==> src/rtl/hzd_pkg.sv <==
`timescale 1ns/1ps
package hzd_pkg;
  typedef enum logic [1:0] {
    HZ_RAW  = 2'd0,
    HZ_WAW  = 2'd1,
    HZ_WAR  = 2'd2,
    HZ_FULL = 2'd3
  } hz_kind_e;

  localparam int unsigned NUM_KINDS = 4;

  function automatic logic any_set(input logic [NUM_KINDS-1:0] v);
    return |v;
  endfunction
endpackage

==> src/rtl/hzd_wr_table.sv <==
`timescale 1ns/1ps
// One reservation bit per register for pending writes; index 0 is never held.
module hzd_wr_table #(
  parameter int NUM_REGS = 32,
  parameter int IDX_W    = $clog2(NUM_REGS)
) (
  input  logic                clk_i,
  input  logic                rst_ni,
  input  logic                set_en_i,
  input  logic [IDX_W-1:0]    set_idx_i,
  input  logic                clr_en_i,
  input  logic [IDX_W-1:0]    clr_idx_i,
  output logic [NUM_REGS-1:0] eff_o
);
  for (genvar r = 0; r < NUM_REGS; r++) begin : g_reg
    if (r == 0) begin : g_zero
      assign eff_o[r] = 1'b0;
    end else begin : g_bit
      logic res_q, res_d, set_hit, clr_hit;
      assign set_hit = set_en_i && (set_idx_i == IDX_W'(r));
      assign clr_hit = clr_en_i && (clr_idx_i == IDX_W'(r));
      // completion applied before the issue check
      assign eff_o[r] = res_q && !clr_hit;
      assign res_d    = eff_o[r] || set_hit;
      always_ff @(posedge clk_i or negedge rst_ni) begin
        if (!rst_ni) res_q <= 1'b0;
        else         res_q <= res_d;
      end
    end
  end
endmodule

==> src/rtl/hzd_rd_table.sv <==
`timescale 1ns/1ps
// Per-register count of pending reads; two increments and two decrements per cycle.
module hzd_rd_table #(
  parameter int NUM_REGS = 32,
  parameter int IDX_W    = $clog2(NUM_REGS),
  parameter int CNT_W    = 3
) (
  input  logic                             clk_i,
  input  logic                             rst_ni,
  input  logic [1:0]                       inc_en_i,
  input  logic [1:0][IDX_W-1:0]            inc_idx_i,
  input  logic [1:0]                       dec_en_i,
  input  logic [1:0][IDX_W-1:0]            dec_idx_i,
  output logic [NUM_REGS-1:0][CNT_W-1:0]   eff_o
);
  for (genvar r = 0; r < NUM_REGS; r++) begin : g_reg
    if (r == 0) begin : g_zero
      assign eff_o[r] = '0;
    end else begin : g_cnt
      logic [CNT_W-1:0] cnt_q, cnt_d;
      logic [1:0]       n_inc, n_dec;
      always_comb begin
        n_inc = 2'(inc_en_i[0] && (inc_idx_i[0] == IDX_W'(r)))
              + 2'(inc_en_i[1] && (inc_idx_i[1] == IDX_W'(r)));
        n_dec = 2'(dec_en_i[0] && (dec_idx_i[0] == IDX_W'(r)))
              + 2'(dec_en_i[1] && (dec_idx_i[1] == IDX_W'(r)));
      end
      assign eff_o[r] = cnt_q - CNT_W'(n_dec);
      assign cnt_d    = eff_o[r] + CNT_W'(n_inc);
      always_ff @(posedge clk_i or negedge rst_ni) begin
        if (!rst_ni) cnt_q <= '0;
        else         cnt_q <= cnt_d;
      end
    end
  end
endmodule

==> src/rtl/hzd_classify.sv <==
`timescale 1ns/1ps
module hzd_classify
  import hzd_pkg::*;
#(
  parameter int NUM_REGS = 32,
  parameter int IDX_W    = $clog2(NUM_REGS),
  parameter int CNT_W    = 3
) (
  input  logic                           issue_i,
  input  logic [1:0]                     src_vld_i,
  input  logic [1:0][IDX_W-1:0]          src_idx_i,
  input  logic                           dst_vld_i,
  input  logic [IDX_W-1:0]               dst_idx_i,
  input  logic [NUM_REGS-1:0]            wr_eff_i,
  input  logic [NUM_REGS-1:0][CNT_W-1:0] rd_eff_i,
  output logic [NUM_KINDS-1:0]           kind_o
);
  // leave room for a dual-source increment
  localparam logic [CNT_W-1:0] RD_LIMIT = CNT_W'((1 << CNT_W) - 2);

  logic [1:0] src_raw, src_full;

  for (genvar s = 0; s < 2; s++) begin : g_src
    assign src_raw[s]  = src_vld_i[s] && wr_eff_i[src_idx_i[s]];
    assign src_full[s] = src_vld_i[s] && (rd_eff_i[src_idx_i[s]] >= RD_LIMIT);
  end

  always_comb begin
    kind_o          = '0;
    kind_o[HZ_RAW]  = issue_i && (|src_raw);
    kind_o[HZ_WAW]  = issue_i && dst_vld_i && wr_eff_i[dst_idx_i];
    kind_o[HZ_WAR]  = issue_i && dst_vld_i && (rd_eff_i[dst_idx_i] != '0);
    kind_o[HZ_FULL] = issue_i && (|src_full);
  end
endmodule

==> src/rtl/hzd_reservation_top.sv <==
`timescale 1ns/1ps
module hzd_reservation_top
  import hzd_pkg::*;
#(
  parameter int NUM_REGS = 32,
  parameter int IDX_W    = $clog2(NUM_REGS),
  parameter int CNT_W    = 3
) (
  input  logic             clk_i,
  input  logic             rst_ni,
  input  logic             issue_i,
  input  logic             iss_rs1_vld_i,
  input  logic [IDX_W-1:0] iss_rs1_i,
  input  logic             iss_rs2_vld_i,
  input  logic [IDX_W-1:0] iss_rs2_i,
  input  logic             iss_rd_vld_i,
  input  logic [IDX_W-1:0] iss_rd_i,
  input  logic             done_rd_vld_i,
  input  logic [IDX_W-1:0] done_rd_i,
  input  logic             done_rs1_vld_i,
  input  logic [IDX_W-1:0] done_rs1_i,
  input  logic             done_rs2_vld_i,
  input  logic [IDX_W-1:0] done_rs2_i,
  output logic             raw_o,
  output logic             waw_o,
  output logic             war_o,
  output logic             stall_o
);
  logic [NUM_REGS-1:0]            wr_eff;
  logic [NUM_REGS-1:0][CNT_W-1:0] rd_eff;
  logic [NUM_KINDS-1:0]           kind;
  logic                           fire;

  assign fire = issue_i && !stall_o;

  hzd_wr_table #(.NUM_REGS(NUM_REGS), .IDX_W(IDX_W)) i_wr_table (
    .clk_i    (clk_i),
    .rst_ni   (rst_ni),
    .set_en_i (fire && iss_rd_vld_i),
    .set_idx_i(iss_rd_i),
    .clr_en_i (done_rd_vld_i),
    .clr_idx_i(done_rd_i),
    .eff_o    (wr_eff)
  );

  hzd_rd_table #(.NUM_REGS(NUM_REGS), .IDX_W(IDX_W), .CNT_W(CNT_W)) i_rd_table (
    .clk_i    (clk_i),
    .rst_ni   (rst_ni),
    .inc_en_i ({fire && iss_rs2_vld_i, fire && iss_rs1_vld_i}),
    .inc_idx_i({iss_rs2_i, iss_rs1_i}),
    .dec_en_i ({done_rs2_vld_i, done_rs1_vld_i}),
    .dec_idx_i({done_rs2_i, done_rs1_i}),
    .eff_o    (rd_eff)
  );

  hzd_classify #(.NUM_REGS(NUM_REGS), .IDX_W(IDX_W), .CNT_W(CNT_W)) i_classify (
    .issue_i  (issue_i),
    .src_vld_i({iss_rs2_vld_i, iss_rs1_vld_i}),
    .src_idx_i({iss_rs2_i, iss_rs1_i}),
    .dst_vld_i(iss_rd_vld_i),
    .dst_idx_i(iss_rd_i),
    .wr_eff_i (wr_eff),
    .rd_eff_i (rd_eff),
    .kind_o   (kind)
  );

  assign raw_o   = kind[HZ_RAW];
  assign waw_o   = kind[HZ_WAW];
  assign war_o   = kind[HZ_WAR];
  assign stall_o = any_set(kind);
endmodule

==> config.mk <==
export PLATFORM = sky130hd
export DESIGN_NAME = hzd_reservation_top
export DESIGN_NICKNAME = d
export VERILOG_FILES = /design/src/rtl/hzd_pkg.sv /design/src/rtl/hzd_wr_table.sv /design/src/rtl/hzd_rd_table.sv /design/src/rtl/hzd_classify.sv /design/src/rtl/hzd_reservation_top.sv
export SDC_FILE = /design/constraint.sdc
export NUM_CORES = 1
export LEC_CHECK = 0
export ABC_CLOCK_PERIOD_IN_PS = 4860
export BUFFER_PORTS_ARGS = -buffer_cell sky130_fd_sc_hd__buf_2
export CORE_ASPECT_RATIO = 1.2
export CORE_UTILIZATION = 45
export DETAILED_ROUTE_END_ITERATION = 10
export GPL_ROUTABILITY_DRIVEN = 0
export PLACE_DENSITY = 0.65
export SKIP_LAST_GASP = 1
export SYNTH_ARGS = -nofsm -noshare
export SYNTH_HDL_FRONTEND = slang
export SYNTH_SLANG_ARGS = --single-unit
==> constraint.sdc <==
create_clock -name clk_i -period 4.86 [get_ports clk_i]
set_clock_uncertainty 0.15 [all_clocks]
set_input_delay 0.486 -clock clk_i [delete_from_list [all_inputs] [get_ports clk_i]]
set_output_delay 0.486 -clock clk_i [all_outputs]
set_load 0.02 [all_outputs]
==> results_dict.tcl <==
set metrics [dict create \
    grt_usage_pct 34.66 \
    ant_nets 0 \
    dp.final_hpwl_um 31900 \
    ir_drop_mv 0.2856 \
    powerDensity_nw_per_um2 476.6 \
    syn_inst 1295 \
    yosys_warnings 0 \
    min_period_ns 5.249 \
    nFillCells 2078 \
    placed_area_um2 13750 \
    worstPathArrival_ns 5.46 \
    holdWs_ns -0.03828 \
    max_freq_mhz 190.5 \
    yosysSeqAreaShare_pct 26.37 \
    viasPerCell 6.182 \
    insertion_delay_ns 0.44 \
    p_total_mw 7.510 \
    syn_avg_cell_area_um2 9.087 \
    cp_max_fo 5 \
    status "finished with violations" \
    violations "negative hold slack, max-capacitance violations, max-slew violations, negative setup slack" \
    ctsLongestPathBuffers 2 \
    min_path_type "in2async" \
    io_pins 43 \
    fp.dieH_um 179.1 \
    antenna_found_initial 0 \
    area_growth_syn_to_layout_pct 33.93 \
    drv_cap 1 \
    nets 1715 \
    cp-end-kind "register" \
    final_cells 1835 \
    diodes 0 \
    cts.sinks 124 \
    cts_max_level 4 \
    dp.cells 1778 \
    syn_area_um2 11770 \
    die_width_um 149.6 \
    cts_tree "done" \
    ys_seq_elements 124 \
    initial_core_util_pct 45.92 \
    clkTransAtPathRegs_ns 0.06 \
    startpoint_type "primary input" \
    vias 11340 \
    tightest_slew_ns 1.505 \
    numCtsBuffers 17 \
    grt_pass1_vias 11600 \
    setup_violations 94 \
    pre_cts_slack_ns -1.170 \
    yosys_most_used_dff "dfrtp_1" \
    synth_cell_type_count 78 \
    drive_gt1_share_pct 34.82 \
    rows 64 \
    maxSlewHeadroom_pct -0.6752 \
    critPathRequiredTime_ns 5.07 \
    routed_wl_um 44480 \
    routedWlPerCell_um 24.24 \
    design_area_um2 15760 \
    syn-num-nets 1518 \
    die_area_um2 26800 \
    rsz0062_at_grt "true" \
    drc 0 \
    hold_viol 21 \
    placement.io_buffers 42 \
    grt_pass1_wl_um 67080 \
    layout_commonest_cell "buf_4" \
    path_class "in2reg" \
    async_flop_share_pct 100.0 \
    firstDrtPassIters 6 \
    layout_common_cells "173 x buf_4, 125 x inv_1, 124 x dfrtp_1, 111 x nor2_1, 87 x ha_1" \
    setup_ws_ns -0.3894 \
    root_buffer "clkbuf_16" \
    finalCritPeriodShare_pct 108.0 \
    grt_max_degree 88 \
    first_iter_violations 1411 \
    grt_overflow 0 \
    p_leak_nw 7.174 \
    synth_edf_count 0 \
    cts_hold_buf 0 \
    coreArea_um2 25620 \
    report.final.slew_viol_count 11 \
]
[synthesized netlist by cell type, drive strengths merged (22+ instances only)]
cell,instances,share of area (%)
inv,146,4.7
nor2,143,4.6
dfrtp,124,26
ha,122,13
xnor2,77,5.8
o21ai,75,3.2
nand2,70,2.2
fa,62,11
nand3,56,2.4
clkbuf,36,1.1
buf,35,1.6
nand4,32,1.7
nand2b,25,1.3
xor2,23,1.7
nor2b,22,1.2
nor3,22,0.94
[final timing paths]
check	start	end	slack (ns)	depth (start not counted)
worst min register to register	i_wr_table.g_reg[23].g_bit.res_q	i_wr_table.g_reg[23].g_bit.res_q	0.45	2
min in group clk_i	i_wr_table.g_reg[23].g_bit.res_q	i_wr_table.g_reg[23].g_bit.res_q	0.45	2
max in group asynchronous	rst_ni	i_rd_table.g_reg[8].g_cnt.cnt_q[0]	3.54	2
worst min-delay path	rst_ni	i_wr_table.g_reg[28].g_bit.res_q	-0.04	1
worst max register to register	i_rd_table.g_reg[24].g_cnt.cnt_q[0]	i_rd_table.g_reg[8].g_cnt.cnt_q[2]	-0.11	22
worst max-delay path	done_rs1_i[2]	i_rd_table.g_reg[8].g_cnt.cnt_q[2]	-0.39	28
[per-layer routing]
| layer | vias to the layer above | share of wire, % | wire length [µm] | global-route usage, % |
|---|---|---|---|---|
| li1 | 4850 | - | - | - |
| met3 | 255 | 11 | 5031 | 9.669 |
| met1 | 5475 | 35 | 15680 | 40.24 |
| met2 | 764 | 46 | 20320 | 55.50 |
| met5 | - | 0 | 0 | 1.154 |
| met4 | 0 | 7.8 | 3450 | 23.34 |
[what timing repair did]
action,4_1_cts,5_1_grt
setup endpoints to repair,124,124
resized for setup,172,105
pin swaps,47,45
setup buffers,17,9
cloned,4,1
[stage by stage]
| stage | TNS, ns | util [%] |
|---|---|---|
| 3_5_place_dp | -116.67 | 53.65 |
| 2_1_floorplan | -0.9005 | - |
| 3_3_place_gp | -111.88 | 53.65 |
| 5_1_grt | -38.90 | 61.50 |
| 4_1_cts | -7.007 | 59.52 |
| 6_report | -26.49 | 61.50 |
[power by group]
part	total (mW)	switching (mW)	internal (mW)
logic	4.58	2.35	2.23
clock network	1.25	0.491	0.761
registers	1.68	0.233	1.44
total	7.51	3.07	4.44
[critical path: stages]
cell       delay [ns]
buf_6            0.11
buf_6            0.11
nor2_4           0.12
nand3_4          0.10
buf_6            0.13
nor2_4           0.10
fa_1             0.44
inv_1            0.07
ha_2             0.16
nor2_2           0.04
ha_2             0.17
xnor2_2          0.23
buf_4            0.18
o22ai_4          0.09
a221oi_2         0.23
o2111ai_1        0.19
or4b_4           0.53
a222oi_1         0.35
buf_4            0.18
and3_4           0.22
buf_12           0.15
buf_16           0.13
buf_12           0.10
nand3_4          0.07
fa_2             0.43
inv_2            0.08
ha_4             0.13
xnor2_1          0.11
[logic make-up (layout without fill, tap and decap cells)]
group	after synthesis	in the layout	synth area share (%)
fa+ha+maj	184	184	23.52
simple gates	434	434	18.58
mux	38	38	5.167
xor+xnor	100	100	7.507
compound gates	197	197	11.41
buf+inv	218	428	7.453
flops	124	124	26.37
[registers in the layout (all words and copies together), names as in the netlist]
name and count:
i_rd_table.g.g_cnt.cnt_q 93, i_wr_table.g.g_bit.res_q 31
[area by class of cell]
class | count | area (µm²) | area share [%]
clock buffers | 23 | 457.9 | 2.906
clock inverters | 9 | 95.09 | 0.6034
inverters | 147 | 551.8 | 3.501
multi-input cells | 953 | 9046 | 57.40
flip-flops and latches | 124 | 3103 | 19.69
well taps | 330 | 412.9 | 2.620
repair buffers | 249 | 2093 | 13.28
Note: power is estimated with default switching activity, not from simulation.
